--- src/rtl/pwmRelPkg.sv ---
package pwmRelPkg;
  localparam logic [1:0] REG_CTL  = 2'd0;
  localparam logic [1:0] REG_MOD  = 2'd1;
  localparam logic [1:0] REG_VAL  = 2'd2;
  localparam logic [1:0] REG_FREQ = 2'd3;

  typedef struct packed {
    logic tick;   // counter advances this cycle
    logic load;   // copy buffers into active set at this edge
  } pwmStrb_t;
endpackage

--- src/rtl/pwmRelCtl.sv ---
module pwmRelCtl
  import pwmRelPkg::*;
#(
  parameter int CNT_W   = 16,
  parameter int PSC_W   = 2,
  parameter int FREQ_W  = 4,
  parameter int DEF_MOD = 8,
  parameter int DEF_VAL = 4
) (
  input  logic             clk,
  input  logic             rstN,
  input  logic             wrEn,
  input  logic [1:0]       wrAddr,
  input  logic [CNT_W-1:0] wrData,
  input  logic             rdStb,
  input  logic             oppFull,
  input  logic             oppHalf,
  input  logic [PSC_W-1:0] actPsc,
  output pwmStrb_t         strb,
  output logic [PSC_W-1:0] bufPsc,
  output logic [CNT_W-1:0] bufMod,
  output logic [CNT_W-1:0] bufVal,
  output logic             centerQ,
  output logic             loadOkQ,
  output logic             reloadQ
);
  localparam int PRE_W  = (1 << PSC_W) - 1;
  localparam int OK_BIT = PSC_W + 2;

  logic [PRE_W-1:0]  preCnt;
  logic [PRE_W:0]    maskW;
  logic [PRE_W-1:0]  mask;
  logic [FREQ_W-1:0] freqQ, oppCnt;
  logic              halfQ, armedQ;
  logic              ctlWr, freqWr, opp, reloadEvt;

  always_comb begin
    maskW = ({{PRE_W{1'b0}}, 1'b1} << actPsc) - 1'b1;
    mask  = maskW[PRE_W-1:0];
  end

  assign ctlWr     = wrEn && (wrAddr == REG_CTL);
  assign freqWr    = wrEn && (wrAddr == REG_FREQ);
  assign strb.tick = ((preCnt & mask) == mask);
  assign opp       = strb.tick && (oppFull || (halfQ && oppHalf));
  assign reloadEvt = opp && (oppCnt == freqQ);
  assign strb.load = reloadEvt && loadOkQ;

  always_ff @(posedge clk) begin
    if (!rstN) begin
      preCnt  <= '0;
      centerQ <= 1'b0;
      halfQ   <= 1'b0;
      bufPsc  <= '0;
      bufMod  <= CNT_W'(DEF_MOD);
      bufVal  <= CNT_W'(DEF_VAL);
      freqQ   <= '0;
      oppCnt  <= '0;
      armedQ  <= 1'b0;
      loadOkQ <= 1'b0;
      reloadQ <= 1'b0;
    end else begin
      preCnt  <= preCnt + 1'b1;
      reloadQ <= reloadEvt;
      if (ctlWr) begin
        centerQ <= wrData[0];
        halfQ   <= wrData[1];
        bufPsc  <= wrData[PSC_W+1:2];
      end
      if (wrEn && (wrAddr == REG_MOD)) bufMod <= wrData;
      if (wrEn && (wrAddr == REG_VAL)) bufVal <= wrData;
      if (freqWr) begin
        freqQ  <= wrData[FREQ_W-1:0];
        oppCnt <= '0;
      end else if (opp) begin
        oppCnt <= reloadEvt ? '0 : oppCnt + 1'b1;
      end
      if (ctlWr)                  armedQ <= 1'b0;
      else if (rdStb && !loadOkQ) armedQ <= 1'b1;
      if (strb.load)                            loadOkQ <= 1'b0;
      else if (ctlWr && wrData[OK_BIT] && armedQ) loadOkQ <= 1'b1;
    end
  end

  // the flag can only rise after an armed read
  p_ok_needs_arm_r5: assert property (@(posedge clk) disable iff (!rstN)
    $rose(loadOkQ) |-> $past(armedQ));
  // a load clears the flag
  p_ok_clears_r6: assert property (@(posedge clk) disable iff (!rstN)
    strb.load |=> !loadOkQ);
  // a decimation write restarts the opportunity count
  p_freq_restart_r8: assert property (@(posedge clk) disable iff (!rstN)
    freqWr |=> (oppCnt == '0));
endmodule

--- src/rtl/pwmRelDp.sv ---
module pwmRelDp
  import pwmRelPkg::*;
#(
  parameter int CNT_W   = 16,
  parameter int PSC_W   = 2,
  parameter int DEF_MOD = 8,
  parameter int DEF_VAL = 4
) (
  input  logic             clk,
  input  logic             rstN,
  input  pwmStrb_t         strb,
  input  logic [PSC_W-1:0] bufPsc,
  input  logic [CNT_W-1:0] bufMod,
  input  logic [CNT_W-1:0] bufVal,
  input  logic             centerMode,
  output logic             oppFull,
  output logic             oppHalf,
  output logic [PSC_W-1:0] actPsc,
  output logic             pwmOut
);
  logic [CNT_W-1:0] cnt, actMod, actVal, modNext;
  logic             downQ;

  assign modNext = strb.load ? bufMod : actMod;
  assign oppFull = centerMode ? (downQ && (cnt == '0)) : (cnt >= actMod - 1'b1);
  assign oppHalf = centerMode && !downQ && (cnt >= actMod);
  assign pwmOut  = (cnt < actVal);

  always_ff @(posedge clk) begin
    if (!rstN) begin
      cnt    <= '0;
      downQ  <= 1'b0;
      actPsc <= '0;
      actMod <= CNT_W'(DEF_MOD);
      actVal <= CNT_W'(DEF_VAL);
    end else begin
      if (strb.tick) begin
        if (oppFull) begin
          cnt   <= centerMode ? CNT_W'(1) : '0;
          downQ <= 1'b0;
        end else if (oppHalf) begin
          cnt   <= modNext - 1'b1;
          downQ <= 1'b1;
        end else if (centerMode && downQ) begin
          cnt <= cnt - 1'b1;
        end else begin
          cnt <= cnt + 1'b1;
        end
      end
      if (strb.load) begin
        actPsc <= bufPsc;
        actMod <= bufMod;
        actVal <= bufVal;
      end
    end
  end

  // a load copies the buffers seen at that edge
  p_load_copies_r6: assert property (@(posedge clk) disable iff (!rstN)
    strb.load |=> (actMod == $past(bufMod)) && (actVal == $past(bufVal)));
  // a top-turnaround load lands the count on the new modulus minus one
  p_half_force_r10: assert property (@(posedge clk) disable iff (!rstN)
    (strb.tick && oppHalf && strb.load) |=> (cnt == actMod - 1'b1));
endmodule

--- src/rtl/pwmReloadGen.sv ---
module pwmReloadGen
  import pwmRelPkg::*;
#(
  parameter int CNT_W   = 16,
  parameter int PSC_W   = 2,
  parameter int FREQ_W  = 4,
  parameter int DEF_MOD = 8,
  parameter int DEF_VAL = 4
) (
  input  logic             clk,
  input  logic             rstN,
  input  logic             wrEn,
  input  logic [1:0]       wrAddr,
  input  logic [CNT_W-1:0] wrData,
  input  logic             rdStb,
  output logic             loadOkOut,
  output logic             reloadPulse,
  output logic             pwmOut
);
  pwmStrb_t         strb;
  logic [PSC_W-1:0] bufPsc, actPsc;
  logic [CNT_W-1:0] bufMod, bufVal;
  logic             centerQ, oppFull, oppHalf;

  pwmRelCtl #(.CNT_W(CNT_W), .PSC_W(PSC_W), .FREQ_W(FREQ_W),
              .DEF_MOD(DEF_MOD), .DEF_VAL(DEF_VAL)) uCtl (
    .clk(clk), .rstN(rstN), .wrEn(wrEn), .wrAddr(wrAddr), .wrData(wrData),
    .rdStb(rdStb), .oppFull(oppFull), .oppHalf(oppHalf), .actPsc(actPsc),
    .strb(strb), .bufPsc(bufPsc), .bufMod(bufMod), .bufVal(bufVal),
    .centerQ(centerQ), .loadOkQ(loadOkOut), .reloadQ(reloadPulse));

  pwmRelDp #(.CNT_W(CNT_W), .PSC_W(PSC_W),
             .DEF_MOD(DEF_MOD), .DEF_VAL(DEF_VAL)) uDp (
    .clk(clk), .rstN(rstN), .strb(strb), .bufPsc(bufPsc), .bufMod(bufMod),
    .bufVal(bufVal), .centerMode(centerQ), .oppFull(oppFull),
    .oppHalf(oppHalf), .actPsc(actPsc), .pwmOut(pwmOut));
endmodule

--- config.mk ---
export PLATFORM = sky130hd
export DESIGN_NAME = pwmReloadGen
export DESIGN_NICKNAME = d
export VERILOG_FILES = /design/src/rtl/pwmRelPkg.sv /design/src/rtl/pwmRelCtl.sv /design/src/rtl/pwmRelDp.sv /design/src/rtl/pwmReloadGen.sv
export SDC_FILE = /design/constraint.sdc
export NUM_CORES = 1
export LEC_CHECK = 0
export ABC_AREA = 1
export BUFFER_PORTS_ARGS = -buffer_cell sky130_fd_sc_hd__buf_2
export CAP_MARGIN = 10
export CORE_UTILIZATION = 51
export DETAILED_ROUTE_END_ITERATION = 8
export GPL_ROUTABILITY_DRIVEN = 0
export PLACE_DENSITY = 0.68
export SYNTH_ARGS = -nofsm -noshare
export SYNTH_HDL_FRONTEND = slang
export SYNTH_SLANG_ARGS = --single-unit
--- constraint.sdc ---
create_clock -name clk -period 5.4 [get_ports clk]
set_input_delay 0.27 -clock clk [delete_from_list [all_inputs] [get_ports clk]]
set_output_delay 0.27 -clock clk [all_outputs]
set_load 0.05 [all_outputs]
==> results of run 1 <==
==> power by group through the flow <==
stage / Sequential [mW] / Combinational (mW) / Clock (mW)
final: 0.905 / 1.40 / 0.642
after global routing: 0.914 / 1.59 / 0.682
after CTS: 0.903 / 1.40 / 0.655
after detailed placement: 0.920 / 1.39 / 0
after global placement: 0.919 / 1.38 / 0
after floorplan: 0.880 / 1.16 / 0
==> sequential cells by signal, summed over array words and instances, names as in the netlist <==
| register | flops |
|---|---|
| uCtl.armedQ | 1 |
| uCtl.bufMod | 16 |
| uCtl.bufPsc | 2 |
| uCtl.bufVal | 16 |
| uCtl.centerQ | 1 |
| uCtl.freqQ | 4 |
| uCtl.halfQ | 1 |
| uCtl.loadOkQ | 1 |
| uCtl.oppCnt | 4 |
| uCtl.preCnt | 3 |
| uCtl.reloadQ | 1 |
| uDp.actMod | 16 |
| uDp.actPsc | 2 |
| uDp.actVal | 16 |
| uDp.cnt | 16 |
| uDp.downQ | 1 |
==> path summary, 6_finish.rpt <==
check,startpoint,to,slack (ns),depth (start not counted)
hold reg to reg,uDp.actPsc[1]$_SDFFE_PN0N_,uDp.actPsc[1]$_SDFFE_PN0N_,0.46,2
setup / recovery,uDp.actMod[0]$_SDFF_PN0_,uDp.cnt[10]$_SDFFE_PN0P_,0.62,28
hold / removal,wrData[14],uCtl.bufMod[14]$_SDFFE_PN0P_,0.16,3
setup reg to reg,uDp.actMod[0]$_SDFF_PN0_,uDp.cnt[10]$_SDFFE_PN0P_,0.62,28
==> cell type report <==
type	count	area, um2	share of cell area (%)
Multi-Input combinational cell	683	3840	55.20
Sequential cell	101	2022	29.06
Inverter	112	420.4	6.043
Clock buffer	11	252.7	3.633
Tap cell	168	210.2	3.022
Timing Repair Buffer	31	172.7	2.482
Clock inverter	5	38.79	0.5576
==> worst max-delay path: cells and delay by family (launching register included) <==
family / cells / cell delay, ns
AOI/OAI and AO/OA: 3 / 0.35
buffers and inverters: 4 / 0.58
adders and majority gates: 2 / 0.52
DFF: 1 / 0.31
xor gates and xnor gates: 1 / 0.14
and+or+nand+nor: 18 / 2.72
==> cells by family after synthesis <==
group	count (synthesis)	synth area share, %
simple gates	391	26.22
xor+xnor	33	4.483
flops	101	31.36
fa+ha+maj	66	12.92
compound gates	193	15.93
buf+inv	144	9.082
==> routing by layer <==
layer	global-route usage [%]	vias up
met4	7.186	0
met2	43.64	138
met1	35.11	2700
met3	4.764	18
met5	0	-
li1	-	3081
==> cell usage in the layout (no fill, tap or decap), types with 3 or more instances in the layout <==
cell       synthesis  final
buf_4              1      7
dfxtp_1          101    101
or2_2              3      3
nand3_1           37     37
inv_1            107    107
a21oi_1          115    115
ha_1              65     65
nor2_2             4      4
clkbuf_16          0      9
nand2_2            4      4
clkinv_1           4      4
buf_2              3     24
nand4_1           34     34
xnor2_1            7      7
o211ai_1          10     10
nor2_1            77     77
nand2_1          215    215
nor3_1            12     12
xor2_1            26     26
o21ai_0           55     55
==> metrics.txt, run 1 <==
outcome=completed; core area=12,160 um2; Die W=114.4 um; Vias/cell=5.344; drc violations=0; Final Non-Filler Cells=1,111; Ports=25; share of layout cells above drive strength 1=6.893%; Min Hold Slack=0.1648 ns; RSZ-0062 raised after global routing=false; largest area contributor in the netlist=dfxtp_1; top-count cell post-synth=nand2_1; Gate power share=47.4%; post-layout util=57.20%; Hold Crit Class=input port to flip-flop; hpwl dp=12,340 um; Diodes inserted=0; Final Max Tran Viols=0; Clk pwr share=21.8%; vias in the first global route=5,334; switching part of the total=44.87%; routed wire length=16,440 um; Setup Fix Bufs, Post-CTS=0; Max Cap Viol=0; Synth Net Count=1,016; Worst Setup Slack, final=0.6226 ns; Crit Path Category=flip-flop to flip-flop; WP data required=5.62 ns; Hold-fix buffers, CTS=0; Leakage=3.164 nW; fin area=6957 um2; Layout Nets=1,026; TritonCTS clock tree=yes; fill cell count=1,230; final period utilization=88.47%; total power=2.945 mW; async set-or-reset flop fraction in the synthesized netlist=0%; Placement Cell Area=6665 um2; switching power=1.322 mW; largest net degree at the start of global routing=48; Setup Skew=0.005703 ns; Top FF cell, synth=dfxtp_1; EDFF count, synth=0; DR top layer=met4; Area growth syn-to-layout=7.898%; initial antenna violation count=0; Initial DRC Count=325; Post-Syn Area per Cell=6.948 um2; critical-path maximum fanout=28; synth unique cells=38; # clock sinks=101; IO buf count=24; pre-CTS WS=0.6839 ns; post-synthesis cell count=928; Fin. Hold Viols=0; first drt pass iteration count=5; remaining global-route overflow=0; post-cts sizing count=0; first-pass GRT wire length=26,740 um; Internal=1.623 mW; clock latency on the worst-skew pair=0.35 ns; Mapped Area=6447 um2; Critical Path End Type=flip-flop; slew at the pin closest to its max-slew limit=0.7472 ns; cell area power density=423.3 nW/um2; wire length on met2=7442 um; min cycle time layout=4.777 ns; Initial Util=53.01%; GRT Util Overall=26.31%; critical path launch point type=flip-flop; endpoints failing setup=0; WL per Instance=14.79 um; routed vias=5,937; #FFs+latches synth=101; final antenna-violating net count=0; met1 wire length=7801 um; dpl cells=1,095; Area contributors post-synth=dfxtp_1, ha_1, nand2_1; slowest stage delay, CP=0.31 ns; met3 WL=943 um; register share of total power=30.7%; Die ar.=13,100 um2; Ys Warns=0; CTS Buf Count=9; Critical Path AT=4.99 ns; Slew HR=50.19%; peak supply drop=0.3557 mV; setup_tns=0 ns; Die H=114.4 um; Synth top cells by count=nand2_1, a21oi_1, inv_1, dfxtp_1, nor2_1; top cell type's share of synthesized area=31.36%; Longest Clk Path Bufs=2; Worst path slowest cell=dfxtp_1; f_max=209.3 MHz; clock slew at reported path FFs=0.07 ns; Site Rows=40; most used cell along the critical path=nand3_1; H-tree levels=3; Seq/Total Area, Yosys=31.36%; CTS Root Cell=clkbuf_16
Power figures use the tool's default switching activity.
==> inputs of run 2 (changes only) <==
--- a/config.mk
+++ b/config.mk
@@ -11,6 +11,7 @@
 export CORE_UTILIZATION = 51
 export DETAILED_ROUTE_END_ITERATION = 8
 export GPL_ROUTABILITY_DRIVEN = 0
+export GPL_TIMING_DRIVEN = 0
 export PLACE_DENSITY = 0.68
 export SYNTH_ARGS = -nofsm -noshare
 export SYNTH_HDL_FRONTEND = slang
==> run 2 against run 1 <==
  * Fmax down 5.0%
  * Cell area up 1.8%
  * Non-clock buffer count up 25
  * Critical path depth up 1
  * Total power up 4.5%
  * Clock skew up 0.0010 ns
  * Sequential cell count unchanged
  * Count of clock-buffer cells in the layout down 1
  * Critical endpoint unchanged
  * Highest routed layer unchanged
==> metrics.txt, run 2 (synthesis results as in run 1) <==
outcome=completed; Critical Path AT=5.25 ns (+0.26 ns); Diodes inserted=0 (unchanged); clock latency on the worst-skew pair=0.36 ns (about the same); core area=12,160 um2 (unchanged); Initial Util=53.01% (unchanged); CTS Buf Count=9 (unchanged); final antenna-violating net count=0 (unchanged); Ports=25 (unchanged); initial antenna violation count=0 (unchanged); WL per Instance=15.05 um (+1.7%); critical path launch point type=flip-flop; largest net degree at the start of global routing=20 (-58%); Critical Path End Type=flip-flop; Worst path slowest cell=nor3_1; Area growth syn-to-layout=9.839%; remaining global-route overflow=0 (unchanged); RSZ-0062 raised after global routing=false; Placement Cell Area=6778 um2 (+1.7%); share of layout cells above drive strength 1=6.921% (+0.029 points); min cycle time layout=5.027 ns (+0.2495 ns); clock slew at reported path FFs=0.08 ns (about the same); GRT Util Overall=27.80% (+1.5 points); Longest Clk Path Bufs=2 (unchanged); fill cell count=1,232 (+0.16%); CTS Root Cell=clkbuf_16; Crit Path Category=flip-flop to flip-flop; Vias/cell=5.303 (-0.77%); endpoints failing setup=0 (unchanged); setup_tns=0 ns (unchanged); cell area power density=434.8 nW/um2 (+2.7%); peak supply drop=0.2499 mV (-30%); H-tree levels=3 (unchanged); Max Cap Viol=0 (unchanged); Site Rows=40 (unchanged); vias in the first global route=5,640 (+5.7%); Final Non-Filler Cells=1,136 (+2.3%); routed wire length=17,090 um (+4.0%); most common cell after layout, fill and taps aside=nand2_1; drc violations=0 (unchanged); fin area=7082 um2 (+1.8%); Setup Skew=0.006725 ns (+0.001022 ns); Die H=114.4 um (unchanged); Die ar.=13,100 um2 (unchanged); hpwl dp=13,490 um (+9.3%); f_max=198.9 MHz (-5.0%); Setup Fix Bufs, Post-CTS=0 (unchanged); first drt pass iteration count=5 (unchanged); post-cts sizing count=0 (unchanged); Initial DRC Count=360 (+11%); dpl cells=1,120 (+2.3%); critical-path maximum fanout=10 (-64%); WP data required=5.62 ns (about the same); Layout Nets=1,051 (+2.4%); routed vias=6,024 (+1.5%); first-pass GRT wire length=28,060 um (+5.0%); Die W=114.4 um (unchanged); commonest cells after routing, fill and taps aside=nand2_1, a21oi_1, inv_1; Slew HR=34.37% (-16 points); Final Max Tran Viols=0 (unchanged); Fin. Hold Viols=0 (unchanged); slew at the pin closest to its max-slew limit=0.9597 ns (+0.2124 ns); IO buf count=24 (unchanged); Hold-fix buffers, CTS=0 (unchanged); slowest stage delay, CP=0.35 ns (+0.04 ns); Hold Crit Class=input port to flip-flop; most used cell along the critical path=nand3_1; final period utilization=93.09% (+4.6 points); TritonCTS clock tree=yes; # clock sinks=101 (unchanged); Leakage=3.208 nW (+1.4%)
[run 2: critical path: cells and delay by family, from the launching register on]
kind / cells / cell delay, ns
simple gates: 18 / 2.95
buf+inv: 4 / 0.49
flops: 1 / 0.32
fa+ha+maj: 2 / 0.51
xor+xnor: 1 / 0.15
compound gates: 4 / 0.47
[run 2: power breakdown]
part / total, mW / switching (mW) / internal (mW) / leakage, nW
combinational: 1.51 / 0.980 / 0.531 / 2.24
clock: 0.663 / 0.324 / 0.340 / 0.150
sequential: 0.904 / 0.0978 / 0.806 / 0.820
total: 3.08 / 1.40 / 1.68 / 3.21
[run 2: path summary, 6_finish.rpt]
kind | start | end | slack [ns] | cells after the start
worst max-delay path | uDp.actMod[0]$_SDFF_PN0_ | uDp.cnt[10]$_SDFFE_PN0P_ | 0.37 | 29
worst min-delay path | wrData[14] | uCtl.bufMod[14]$_SDFFE_PN0P_ | 0.16 | 3
worst max register to register | uDp.actMod[0]$_SDFF_PN0_ | uDp.cnt[10]$_SDFFE_PN0P_ | 0.37 | 29
worst min register to register | uDp.actPsc[1]$_SDFFE_PN0N_ | uDp.actPsc[1]$_SDFFE_PN0N_ | 0.45 | 2
[run 2: cell type report]
class	instances	area, um2	area share, %
multi-input combinational	683	3840	54.22
sequential	101	2022	28.55
inverter	112	420.4	5.936
clock buffer	10	239.0	3.375
tap	168	210.2	2.968
buffer	32	165.2	2.332
timing repair buffer	24	120.1	1.696
clock inverter	6	65.06	0.9187
[run 2: through the flow]
| step | hold slack, ns | setup slack (ns) | total power, mW | util, % |
|---|---|---|---|---|
| after floorplan | 0.3832 | 1.439 | 2.040 | - |
| after global placement | 0.4393 | 0.4557 | 2.415 | 55.73 |
| after detailed placement | 0.4448 | 0.3901 | 2.430 | 55.73 |
| after CTS | 0.1516 | 0.3812 | 3.097 | 58.23 |
| after global routing | 0.1681 | 0.01002 | 3.310 | 58.23 |
| final | 0.1559 | 0.3730 | 3.079 | 58.23 |
[run 2: metal layers]
| layer | global-route usage (%) | share of wire (%) |
|---|---|---|
| met1 | 35.94 | 47 |
| met2 | 48.12 | 47 |
| met3 | 4.129 | 4.3 |
| met4 | 7.706 | 1.5 |
| met5 | 0 | 0 |
==> inputs of run 3 (changes only) <==
--- a/config.mk
+++ b/config.mk
@@ -8,11 +8,14 @@
 export ABC_AREA = 1
 export BUFFER_PORTS_ARGS = -buffer_cell sky130_fd_sc_hd__buf_2
 export CAP_MARGIN = 10
-export CORE_UTILIZATION = 51
+export CELL_PAD_IN_SITES_DETAIL_PLACEMENT = 1
+export CELL_PAD_IN_SITES_GLOBAL_PLACEMENT = 1
+export CORE_MARGIN = 1
+export CORE_UTILIZATION = 46
 export DETAILED_ROUTE_END_ITERATION = 8
 export GPL_ROUTABILITY_DRIVEN = 0
 export GPL_TIMING_DRIVEN = 0
-export PLACE_DENSITY = 0.68
+export PLACE_DENSITY_LB_ADDON = 0.1
 export SYNTH_ARGS = -nofsm -noshare
 export SYNTH_HDL_FRONTEND = slang
 export SYNTH_SLANG_ARGS = --single-unit
==> run 3 against run 2 <==
  * Hold slack improved by 0.035 ns
  * Cell area grew 0.92%
  * Sequential power increased by 2%
  * Count of clock-buffer cells in the layout down 1
  * First-iteration DRC count decreased by 24%
==> metrics.txt, run 3 (synthesis results as in run 1) <==
R2R depth=30 (+3.4%); commonest cells after routing, fill and taps aside=nand2_1, a21oi_1, inv_1; H-tree levels=3 (unchanged); Ports=25 (unchanged); vias in the first global route=6,561 (+16%); Worst path slowest cell=dfxtp_1; core area=13,450 um2 (+11%); Area growth syn-to-layout=10.85%; TritonCTS clock tree=yes; initial antenna violation count=1 (+1); clock slew at reported path FFs=0.08 ns (about the same); Diodes inserted=0 (unchanged); IO buf count=24 (unchanged); Final Non-Filler Cells=1,144 (+0.70%); Setup Skew=0.009402 ns (+0.002676 ns); Die W=120.4 um (+5.2%); Critical Path AT=5.20 ns (-0.05 ns); Longest Clk Path Bufs=2 (unchanged); outcome=completed; hpwl dp=17,120 um (+27%); RSZ-0062 raised after global routing=false; setup_tns=0 ns (unchanged); WL per Instance=18.73 um (+24%); Hold Crit Class=input port to flip-flop; Crit Path Category=flip-flop to flip-flop; Site Rows=42 (+5.0%); Hold-fix buffers, CTS=0 (unchanged); Hold EP=uCtl.bufVal[15]$_SDFFE_PN0P_; final antenna-violating net count=0 (unchanged); WP data required=5.63 ns (about the same); critical path launch point type=flip-flop; cell area power density=449.3 nW/um2 (+3.4%); share of layout cells above drive strength 1=7.645% (+0.72 points); routed wire length=21,430 um (+25%); Initial DRC Count=274 (-24%); final period utilization=92.11% (-0.99 points); first-pass GRT wire length=34,180 um (+22%); dpl cells=1,128 (+0.71%); Die H=120.4 um (+5.2%); Leakage=3.232 nW (+0.75%); critical-path maximum fanout=10 (unchanged); Layout Nets=1,051 (unchanged); # clock sinks=101 (unchanged); Max Cap Viol=0 (unchanged); Die ar.=14,490 um2 (+11%); endpoints failing setup=0 (unchanged); Worst Min Path Start=wrData[15]; most used cell along the critical path=nand3_1; Slew HR=53.38% (+19 points); CTS Root Cell=clkbuf_16; Initial Util=47.93% (-5.1 points); slew at the pin closest to its max-slew limit=0.6994 ns (-0.2603 ns); FF-to-FF setup slack=0.43 ns (+0.05 ns); remaining global-route overflow=0 (unchanged); WHS Path Cells=3 (unchanged); f_max=201.1 MHz (+1.1%); CTS Buf Count=9 (unchanged); most common cell after layout, fill and taps aside=nand2_1; slowest stage delay, CP=0.32 ns (-0.03 ns); drc violations=0 (unchanged); Critical Path End Type=flip-flop; Vias/cell=5.674 (+7.0%); R2R Path End=uDp.cnt[10]$_SDFFE_PN0P_; Setup Fix Bufs, Post-CTS=0 (unchanged); clock latency on the worst-skew pair=0.36 ns (about the same); GRT Util Overall=30.76% (+3.0 points); min cycle time layout=4.974 ns (-0.05319 ns); Final Max Tran Viols=0 (unchanged); Fin. Hold Viols=0 (unchanged); routed vias=6,491 (+7.8%); largest net degree at the start of global routing=21 (+5.0%); first drt pass iteration count=5 (unchanged); peak supply drop=0.2553 mV (+2.2%); R2R Path Start=uDp.actMod[0]$_SDFF_PN0_
## run 3: changes by cell type in the layout (fill, tap and decap cells not counted)
| cell | change |
|---|---|
| bufinv_16 | +1 |
| clkbuf_8 | -1 |
| clkinv_4 | -2 |
| inv_6 | +2 |
| nand2_1 | -1 |
| nand2_2 | +1 |
| nand3_1 | -1 |
| nand3_2 | +1 |
| nor3_1 | -5 |
| nor3_2 | +4 |
| nor3_4 | +1 |
## run 3: timing repair
item	in CTS	in global routing
gates cloned	0	0
gates resized for setup	1	7
pin swaps	0	0
endpoints found under the setup margin	1	5
## run 3: cell type report
| class | instances | area (um2) |
|---|---|---|
| flip-flops and latches | 101 | 2022 |
| multi-input cells | 683 | 3879 |
| well taps | 176 | 220.2 |
| clock buffers | 9 | 225.2 |
| fillers | 1798 | 6306 |
| plain buffers | 32 | 165.2 |
| repair buffers | 24 | 120.1 |
| clock inverters | 7 | 95.09 |
| inverters | 112 | 420.4 |
## run 3: stage by stage
stage	worst slack, ns	area, um2	power, mW	util, %	hold WS (ns)
detailed placement	0.03718	6788	2.508	50.46	0.4541
finish	0.4262	7147	3.211	53.13	0.1905
CTS	0.1794	7113	3.218	52.87	0.1755
global placement	0.2673	6788	2.403	50.46	0.4355
global route	0.002648	7147	3.422	53.13	0.2004
floorplan	1.439	6447	2.040	-	0.3832
## run 3: report_power, final
part	total, mW	switching, mW	internal [mW]
Combinational	1.59	1.05	0.537
Clock	0.703	0.328	0.375
Sequential	0.923	0.116	0.806
## run 3: worst max path at each step
stage                             start                        to  slack, ns  cells after the start
5_1_grt        uDp.actMod[0]$_SDFF_PN0_  uDp.cnt[10]$_SDFFE_PN0P_      0.003                     30
4_1_cts        uDp.actMod[0]$_SDFF_PN0_  uDp.cnt[10]$_SDFFE_PN0P_       0.18                     29
6_report       uDp.actMod[0]$_SDFF_PN0_  uDp.cnt[10]$_SDFFE_PN0P_       0.43                     30
3_5_place_dp   uDp.actMod[0]$_SDFF_PN0_  uDp.cnt[10]$_SDFFE_PN0P_       0.04                     29
3_3_place_gp   uDp.actMod[0]$_SDFF_PN0_  uDp.cnt[10]$_SDFFE_PN0P_       0.27                     29
2_1_floorplan  uDp.actMod[2]$_SDFF_PN0_  uDp.cnt[10]$_SDFFE_PN0P_       1.44                     29
## run 3: critical path: cells and delay by family (launching register included)
| family | cells | cell delay, ns |
|---|---|---|
| flip-flops | 1 | 0.32 |
| adder cells (fa/ha/maj) | 3 | 0.73 |
| AO/OA/AOI/OAI | 3 | 0.33 |
| AND/OR/NAND/NOR | 19 | 2.81 |
| buffers and inverters | 4 | 0.50 |
| XOR/XNOR | 1 | 0.14 |
## run 3: metal layers
layer,up-vias,share of wire (%),track usage [%]
li1,3143,-,-
met1,3147,43,37.96
met2,148,49,53.41
met3,51,4.5,4.623
met4,2,3.3,12.42
met5,-,0.093,0
